[config.mk]
export PLATFORM = sky130hd
export DESIGN_NAME = ls_lane_unit
export DESIGN_NICKNAME = d
export VERILOG_FILES = /design/src/rtl/ls_lane_unit.sv
export SDC_FILE = /design/constraint.sdc
export NUM_CORES = 1
export LEC_CHECK = 0
export ABC_CLOCK_PERIOD_IN_PS = 7800
export CELL_PAD_IN_SITES_DETAIL_PLACEMENT = 1
export CELL_PAD_IN_SITES_GLOBAL_PLACEMENT = 2
export CORE_MARGIN = 2
export CORE_UTILIZATION = 39
export DETAILED_ROUTE_END_ITERATION = 7
export DONT_BUFFER_PORTS = 1
export PLACE_DENSITY_LB_ADDON = 0.08
export SETUP_SLACK_MARGIN = 0.2
export SYNTH_ARGS = -nofsm -noshare
export SYNTH_HDL_FRONTEND = slang
export SYNTH_SLANG_ARGS = --single-unit
export TNS_END_PERCENT = 30
[constraint.sdc]
create_clock -name clk -period 7.8 [get_ports clk]
set_input_delay 1.95 -clock clk [delete_from_list [all_inputs] [get_ports clk]]
set_output_delay 1.95 -clock clk [all_outputs]
set_load 0.05 [all_outputs]
[src/rtl/ls_lane_unit.sv]
module ls_lane_unit #(
  parameter int XLEN  = 64,
  parameter int IMM_W = 16
) (
  input  logic            clk,
  input  logic            rst_n,
  input  logic            valid_i,
  input  logic [63:0]     base_i,
  input  logic [15:0]     imm_i,
  input  logic [1:0]      size_i,
  input  logic            big_endian_i,
  input  logic            store_i,
  output logic            valid_o,
  output logic [63:0]     ea_o,
  output logic [7:0]      be_o,
  output logic [2:0]      shift_o,
  output logic            adel_o,
  output logic            ades_o
);
  localparam int LANES = XLEN / 8;
  localparam int OFS_W = $clog2(LANES);

  logic [XLEN-1:0]  ea;
  logic [OFS_W-1:0] ofs;
  logic [OFS_W:0]   nbytes;
  logic [OFS_W:0]   lo;
  logic [LANES-1:0] field;
  logic [LANES-1:0] mask;
  logic             misalign;

  assign ea       = base_i + {{(XLEN-IMM_W){imm_i[IMM_W-1]}}, imm_i};
  assign ofs      = ea[OFS_W-1:0];
  assign nbytes   = (OFS_W+1)'(1) << size_i;
  assign misalign = (ofs & OFS_W'(nbytes - 1'b1)) != '0;

  for (genvar i = 0; i < LANES; i++) begin : g_field
    assign field[i] = (OFS_W+1)'(i) < nbytes;
  end

  assign lo   = big_endian_i ? (OFS_W+1)'(LANES) - {1'b0, ofs} - nbytes
                             : {1'b0, ofs};
  assign mask = field << lo;

  always_ff @(posedge clk) begin
    if (!rst_n) begin
      valid_o <= 1'b0;
      ea_o    <= '0;
      be_o    <= '0;
      shift_o <= '0;
      adel_o  <= 1'b0;
      ades_o  <= 1'b0;
    end else begin
      valid_o <= valid_i;
      ea_o    <= ea;
      be_o    <= (valid_i && !misalign) ? mask : '0;
      shift_o <= (valid_i && !misalign) ? lo[OFS_W-1:0] : '0;
      adel_o  <= valid_i && misalign && !store_i;
      ades_o  <= valid_i && misalign && store_i;
    end
  end
endmodule


* Yosys cells after proc, flatten, opt, wreduce, memory -nomap -nowiden
Index checks and enable logic that the tools add are counted.
W data, S select, Z words.
** Operators by class
- $add $sub $neg :: 4
- Multipliers :: 0
- Divide/modulo/power cells :: 0
- Order comparisons :: 8
- Eq/ne operators :: 0
- Shifts and indexed selects :: 2
- Mux-type cells :: 1
- Bitwise logic cells :: 1
- Reduce and logical (&&, ||, !) cells :: 8
** Operators by type and width (count)
- $add A64 B64 Y64 :: 1
- $lt A3 B4 Y1 const A :: 4
- $lt A1 B4 Y1 const A :: 2
- $lt A2 B4 Y1 const A :: 2
- $shl A8 B4 Y8 :: 1
- $logic_and A1 B1 Y1 :: 4
- $mux W4 :: 1
- $shl A1 B2 Y4 const A :: 1
- $sub A4 B3 Y4 const A :: 1
- $sub A4 B4 Y4 :: 1
- $and A3 B3 Y3 :: 1
- $reduce_bool A3 Y1 :: 1
- $sub A3 B1 Y3 const B :: 1
- $logic_not A1 Y1 :: 2
- $reduce_and A2 Y1 :: 1
** Storage, ports and cells
- Register bits after elaboration :: 78
- Latch bits :: 0
- RAM bits :: 0
- Bits in read-only memories :: 0
- Input bits :: 87
- Memories :: 0

* Longest topological paths before layout
Gate-level depths: netlist of run 1.
- Depth after elaboration :: 7
- Depth in mapped cells :: 14

* Least setup slack after synthesis of run 1
No wires, ideal clock.
- Kind :: input to register
- Start :: in base_i[0]
- End :: reg be_o[5]
- Arrival time :: 4.458 ns
- Setup slack :: 3.283 ns
- Stages on the path :: 10
- Path buffers :: 0
- Cells stage by stage :: ha_1 > fa_1 > xor2_1 > inv_1 > ha_1 > fa_1 > mux2i_1 > o221ai_1 > o21ai_0 > and2_1
** On the way
- Cells in the longest elaborated chain, start to end :: 6
** Ends and longest elaborated chain
- start, declared :: line 8 : input logic [63:0] base_i,
- $add A64 B64 Y64 * :: line 31 : assign ea = base_i + {{(XLEN-IMM_W){imm_i[IMM_W-1]}}, imm_i};
- parallel branches: the longest is 5 deep, another holds $sub A4 B3 Y4
- end signal, assigned :: line 55 : be_o <= (valid_i && !misalign) ? mask : '0;
- end, declared :: line 15 : output logic [7:0] be_o,
Every way passes the cells marked *.
A chain may end at the register's enable or synchronous reset.

* Worst setup path in the final report of run 1
Ends and elaborated chain as after synthesis.

==> results of run 1 <==
-- cell usage in the layout, fill, tap and decap left out, types with 15 or more instances in the layout --
cell type    n
nand4_1     27
xor2_1      22
nor2_1     105
inv_1       34
o21a_1      15
o21bai_1    17
nand2_1     77
a21oi_1     87
ha_1        70
dfxtp_1     78
xnor2_1     30
a21o_1      23
o21ai_0     44
-- worst max path at each step --
stage / end / slack (ns) / depth (start not counted)
after detailed placement: be_o[5]$_SDFF_PP0_ / 2.85 / 10
after CTS: be_o[5]$_SDFF_PP0_ / 3.22 / 10
after global placement: ea_o[44]$_SDFF_PN0_ / 2.97 / 11
after floorplan: be_o[5]$_SDFF_PP0_ / 3.28 / 10
final: be_o[5]$_SDFF_PP0_ / 3.24 / 10
after global routing: be_o[5]$_SDFF_PP0_ / 2.91 / 10
-- layer usage --
metal	part of all wire [%]	wire length, um	track usage [%]
met1	47	9340	30.2
met4	1.5	296	6.82
met3	4.3	855	4.09
met5	0	0	0
met2	47	9330	38.7
-- logic make-up after synthesis --
| family | synth area share [%] |
|---|---|
| simple gates | 20.3 |
| compound gates | 27.4 |
| flops | 24.7 |
| fa+ha+maj | 14.5 |
| buf+inv | 4.31 |
| xor+xnor | 7.20 |
| mux | 1.60 |
-- worst max-delay path: stages --
cell	delay [ns]
ha_1	0.20
fa_1	0.43
xor2_1	0.27
inv_1	0.10
ha_1	0.32
fa_1	0.48
mux2i_1	0.60
o221ai_1	0.26
o21ai_0	0.12
and2_1	0.13
-- registers in the layout, summed over array words and instances (netlist names) --
signal and count:
shift_o 3, ades_o 1, ea_o 64, valid_o 1, be_o 8, adel_o 1
-- power groups by stage --
stage / registers [mW] / clock network [mW] / logic (mW)
after CTS: 0.649 / 0.461 / 0.443
after global routing: 0.652 / 0.472 / 0.499
after detailed placement: 0.658 / 0 / 0.440
after floorplan: 0.648 / 0 / 0.342
final: 0.648 / 0.447 / 0.442
after global placement: 0.658 / 0 / 0.430
-- layout make-up --
type / count / area [sq um] / share of cell area, %
multi-input combinational: 671 / 4490 / 66.4
sequential: 78 / 1560 / 23.1
tap: 216 / 270 / 3.99
clock buffer: 9 / 225 / 3.33
inverter: 34 / 128 / 1.89
clock inverter: 7 / 80.1 / 1.18
timing repair buffer: 1 / 7.51 / 0.111
-- stage by stage --
step | cell area, sq um | setup WS (ns) | hold slack, ns | cells | util (%)
after global placement | 6460 | 2.97 | 2.03 | 1000 | 40.7
after detailed placement | 6460 | 2.85 | 2.04 | 1000 | 40.7
final | 6770 | 3.24 | 1.67 | 1016 | 42.6
after global routing | 6770 | 2.91 | 1.67 | 1016 | 42.6
after floorplan | 6330 | 3.28 | 2.03 | 818 | -
after CTS | 6770 | 3.22 | 1.66 | 1016 | 42.6
==> metrics.md, run 1 <==
| Metric | Value |
|---|---|
| Result of the run | finished, final reports clean |
| Worst hold path startpoint | store_i |
| CTS HTree Levels | 3 |
| Detail Placement HPWL | 15800 um |
| Antenna Cells | 0 |
| Net count of the mapped netlist | 977 |
| Combinational share of power | 28.7% |
| TritonCTS clock tree | done |
| Synthesis-to-layout area growth | 6.92% |
| Number of buffers inserted during clock tree synthesis | 9 |
| Endpoint required time on the critical path | 8.10 ns |
| Count of final setup violators | 0 |
| Number of antenna violations at the first check in global routing | 0 |
| Fraction of the yosys area taken by sequential cells | 24.7% |
| Die Span Y | 131 um |
| Row Count | 46 |
| Top area cells in the synthesized netlist | dfxtp_1 25%, ha_1 14%, a21oi_1 6.9%, nor2_1 6.2%, nand2_1 4.6% |
| Wire length of the first global-routing pass | 32300 um |
| Internal power contribution | 0.870 mW |
| Syn_area_per_cell | 7.74 sq um |
| Largest net degree at the start of global routing | 57 |
| P per Cell Area | 227 mW/mm^2 |
| Category of the critical setup timing path | in -> reg |
| Worst path arrival time | 4.86 ns |
| Vias | 5914 |
| Total of warnings raised by yosys | 0 |
| Peak supply drop | 111 uV |
| Sw Pwr | 0.667 mW |
| Via count of the first global-routing pass | 6119 |
| Hold Buf Count CTS | 0 |
| Full die area | 0.0173 sq mm |
| Violation count after the first detailed-routing iteration | 230 |
| Net count, final | 954 |
| Remaining global-route overflow | 0 |
| Number of distinct library cells after synthesis | 70 |
| Clock root buffer | clkbuf_16 |
| Antenna-violating nets left | 0 |
| Final Max Tran Viols | 0 |
| Critical Path Fanout Max | 10 |
| Net switching fraction of the power | 43.4% |
| Top FF cell, synth | dfxtp_1 |
| Cell taking the most area after synthesis | dfxtp_1 |
| Detailed-route wire length per cell | 19.5 um |
| Most numerous cell types in the synthesized netlist | 105 x nor2_1, 87 x a21oi_1, 78 x dfxtp_1 |
| Number of gates resized after cts | 0 |
| Area share of the largest cell type after synthesis | 24.7% |
| Final period demand of the worst path | 4.56 ns |
| Via density | 5.82 |
| Async SR Flop Fraction | 0% |
| Origin of the worst setup path | base_i[0] |
| Max Cap Viol | 0 |
| Number of iterations in the first detailed-routing pass | 4 |
| RSZ-0062 raised after global routing | no |
| Maximum clock insertion buffer count | 2 |
| Remaining max-slew budget at the tightest pin | 50.2% |
| Top-count cell post-synth | nor2_1 |
| DRC violations left | 0 |
| Total routed wirelength | 19800 um |
| Achievable Freq | 219 MHz |
| Hold worst-path end | adel_o$_SDFF_PN0_ |
| Min-delay worst type | in -> reg |
| Sum of internal, switching and leakage power | 1.54 mW |
| Kind of capture point of the worst setup path | flip-flop |
| Measured slew at the worst slew-check pin | 0.726 ns |
| Clk slew on worst S/H paths | 0.06 ns |
| Final-layout fill cell count | 1947 |
| Post-route clock period utilization | 58.5% |
| Count of port buffers added during placement | 0 |
| Total Neg Setup Slack | 0 ns |
| Post-synth EDFFs | 0 |
| Hold Crit Depth | 1 |
| Post-synthesis sequential element count | 78 |
| Post-CTS Setup Bufs | 0 |
| Cells after Synth | 818 |
| Sequential power share | 42.2% |
| Die W | 131 um |
| Number of hold violations in the final report | 0 |
| Share of final-layout standard cells stronger than drive strength 1 | 5.00% |
| Static Leakage | 2.83 nW |
| Area of the core | 0.0159 sq mm |
| Clock network power share | 29.1% |
| Mapped cell area | 0.00633 sq mm |
| I/O pins | 165 |
| Overall routing resource usage | 23.0% |
| Category of the worst setup path launch point | input port |
| Final estimated routing congestion in global placement | 0.833 |
| Total number of clock tree sinks | 78 |
| Starting Density | 39.8% |
Note: power is estimated with default switching activity, not from simulation.
==> inputs of run 2 (changes only) <==
--- a/config.mk
+++ b/config.mk
@@ -5,11 +5,11 @@
 export SDC_FILE = /design/constraint.sdc
 export NUM_CORES = 1
 export LEC_CHECK = 0
-export ABC_CLOCK_PERIOD_IN_PS = 7800
+export ABC_CLOCK_PERIOD_IN_PS = 3800
 export CELL_PAD_IN_SITES_DETAIL_PLACEMENT = 1
 export CELL_PAD_IN_SITES_GLOBAL_PLACEMENT = 2
 export CORE_MARGIN = 2
-export CORE_UTILIZATION = 39
+export CORE_UTILIZATION = 33
 export DETAILED_ROUTE_END_ITERATION = 7
 export DONT_BUFFER_PORTS = 1
 export PLACE_DENSITY_LB_ADDON = 0.08
==> constraint.sdc (replaced) <==
create_clock -name clk -period 3.8 [get_ports clk]
set_input_delay 0.95 -clock clk [delete_from_list [all_inputs] [get_ports clk]]
set_output_delay 0.95 -clock clk [all_outputs]
set_load 0.05 [all_outputs]
==> run 2 against run 1 <==
Effect of this change: critical path depth is 1 higher; final cell count is 4.3% higher; power is 110% higher; first-iteration DRC count is 10% lower; non-clock buffer count is 26 higher; die area is 18% higher; clock power is 96% higher; sequential power is 110% higher; combinational power is 120% higher; utilization is 5.5 points lower.
==> metrics.md, run 2 (synthesized netlist as in run 1, its figures left out) <==
| Metric | Value |
|---|---|
| Result of the run | finished, final reports clean |
| Net switching fraction of the power | 44.4% |
| Via count of the first global-routing pass | 6271 |
| Metal2 WL | 10200 um |
| Measured slew at the worst slew-check pin | 0.691 ns |
| Final critical-path setup slack | 0.390 ns |
| Largest net degree at the start of global routing | 50 |
| Number of antenna violations at the first check in global routing | 0 |
| Register with the highest flop count | ea_o |
| Vias | 5956 |
| Post-route clock period utilization | 89.7% |
| Flip-flop count of the largest register, all copies and words added | 64 |
| Area of the multi-input gates | 0.00449 sq mm |
| Hold Crit Depth | 1 |
| Maximum clock insertion buffer count | 2 |
| Via density | 5.62 |
| Count of final setup violators | 0 |
| Clk slew on worst S/H paths | 0.07 ns |
| Clock root buffer | clkbuf_16 |
| Kind of capture point of the worst setup path | flip-flop |
| Sequence of cells on the critical path | ha_1 -> fa_1 -> a21oi_2 -> o211ai_1 -> a22o_1 -> or4b_4 -> nand3_2 -> nand3_4 -> a221oi_4 -> o21ai_1 -> mux2i_1 |
| Min-delay worst type | in -> reg |
| Full die area | 0.0203 sq mm |
| CTS HTree Levels | 3 |
| Cell type of the slowest stage on the worst timing path | or4b_4 |
| Overall routing resource usage | 21.1% |
| Detailed-route wire length per cell | 20.4 um |
| Number of buffers inserted during clock tree synthesis | 9 |
| Area of the core | 0.0188 sq mm |
| Delay-heaviest family, CP | compound AO/OA/AOI/OAI gates |
| Total Neg Setup Slack | 0 ns |
| Starting Density | 33.7% |
| Achievable Freq | 293 MHz |
| Category of the worst setup path launch point | input port |
| Top layer reached by signal wires | met4 |
| Final-layout fill cell count | 2280 |
| Fraction of the core area covered by cells at the end of the flow | 37.1% |
| DRC violations left | 0 |
| Max Cap Viol | 0 |
| Row Count | 50 |
| Category of the critical setup timing path | in -> reg |
| Final period demand of the worst path | 3.41 ns |
| Final Max Tran Viols | 0 |
| Largest stage delay on the critical path | 0.56 ns |
| Count of buffering cells on the critical path with inverters included | 0 |
| Most frequent cells in the layout | 105 x nor2_1, 87 x a21oi_1, 78 x dfxtp_1, 77 x nand2_1, 70 x ha_1 |
| Dpl ws | 0.0201 ns |
| Sw Pwr | 1.41 mW |
| Number of iterations in the first detailed-routing pass | 4 |
| Net count, final | 980 |
| Die W | 142 um |
| Routed met1 length | 10100 um |
| Antenna-violating nets left | 0 |
| Clock network power share | 27.5% |
| Wire length of the first global-routing pass | 33900 um |
| Detail Placement HPWL | 17400 um |
| Post-CTS Setup Bufs | 0 |
| Internal power contribution | 1.77 mW |
| Number of gates resized after cts | 0 |
| Violation count after the first detailed-routing iteration | 206 |
| Static Leakage | 2.94 nW |
| TritonCTS clock tree | done |
| Endpoint required time on the critical path | 4.04 ns |
| Met3 Wirelength | 1000 um |
| Worst path arrival time | 3.65 ns |
| Count of port buffers added during placement | 0 |
| Die Span Y | 142 um |
| Cell count along the critical path | 11 |
| Final estimated routing congestion in global placement | 0.823 |
| Number of hold violations in the final report | 0 |
| Leading cell type in the layout, fill and taps excluded | nor2_1 |
| Remaining max-slew budget at the tightest pin | 53.6% |
| P per Cell Area | 456 mW/mm^2 |
| Combinational share of power | 30.5% |
| Critical Path Fanout Max | 3 |
| Total routed wirelength | 21600 um |
| Share of final-layout standard cells stronger than drive strength 1 | 7.99% |
| Synthesis-to-layout area growth | 10.1% |
| Hold Buf Count CTS | 0 |
| Antenna Cells | 0 |
| Remaining global-route overflow | 0 |
| Total number of clock tree sinks | 78 |
| Largest regs | ea_o x64, be_o x8, shift_o x3 |
| Peak supply drop | 188 uV |
| RSZ-0062 raised after global routing | no |
| Seq. cell area | 0.00156 sq mm |
| I/O pins | 165 |
| Sequential power share | 41.9% |
==> run 2: path summary, 6_finish.rpt <==
check,end,startpoint
setup / recovery,ea_o[62]$_SDFF_PN0_,base_i[0]
hold / removal,adel_o$_SDFF_PN0_,store_i
==> run 2: final cells by class <==
type | count | area share (%)
Multi-Input combinational cell | 671 | 64.5
Sequential cell | 78 | 22.4
Tap cell | 234 | 4.20
Clock buffer | 9 | 3.23
Timing Repair Buffer | 27 | 2.91
Inverter | 34 | 1.83
Clock inverter | 7 | 0.916
==> run 2: stage by stage <==
stage	area, sq um	hold WS, ns	cells	total power [mW]
after floorplan	6330	1.03	818	2.03
after global placement	6680	1.03	1044	2.30
after detailed placement	6680	1.04	1044	2.32
after CTS	6970	0.657	1060	3.22
after global routing	6970	0.670	1060	3.37
final	6970	0.674	1060	3.18
==> run 2: power groups by stage <==
stage / sequential [mW] / clock, mW / combinational, mW
final: 1.33 / 0.874 / 0.969
after global routing: 1.34 / 0.945 / 1.08
after CTS: 1.33 / 0.908 / 0.976
after detailed placement: 1.35 / 0 / 0.969
after global placement: 1.36 / 0 / 0.943
after floorplan: 1.33 / 0 / 0.703
==> run 2: layer usage <==
metal | vias up | track usage [%]
met2 | 134 | 35.6
li1 | 2943 | -
met1 | 2857 | 27.7
met3 | 22 | 3.57
met5 | - | 0
met4 | 0 | 5.94
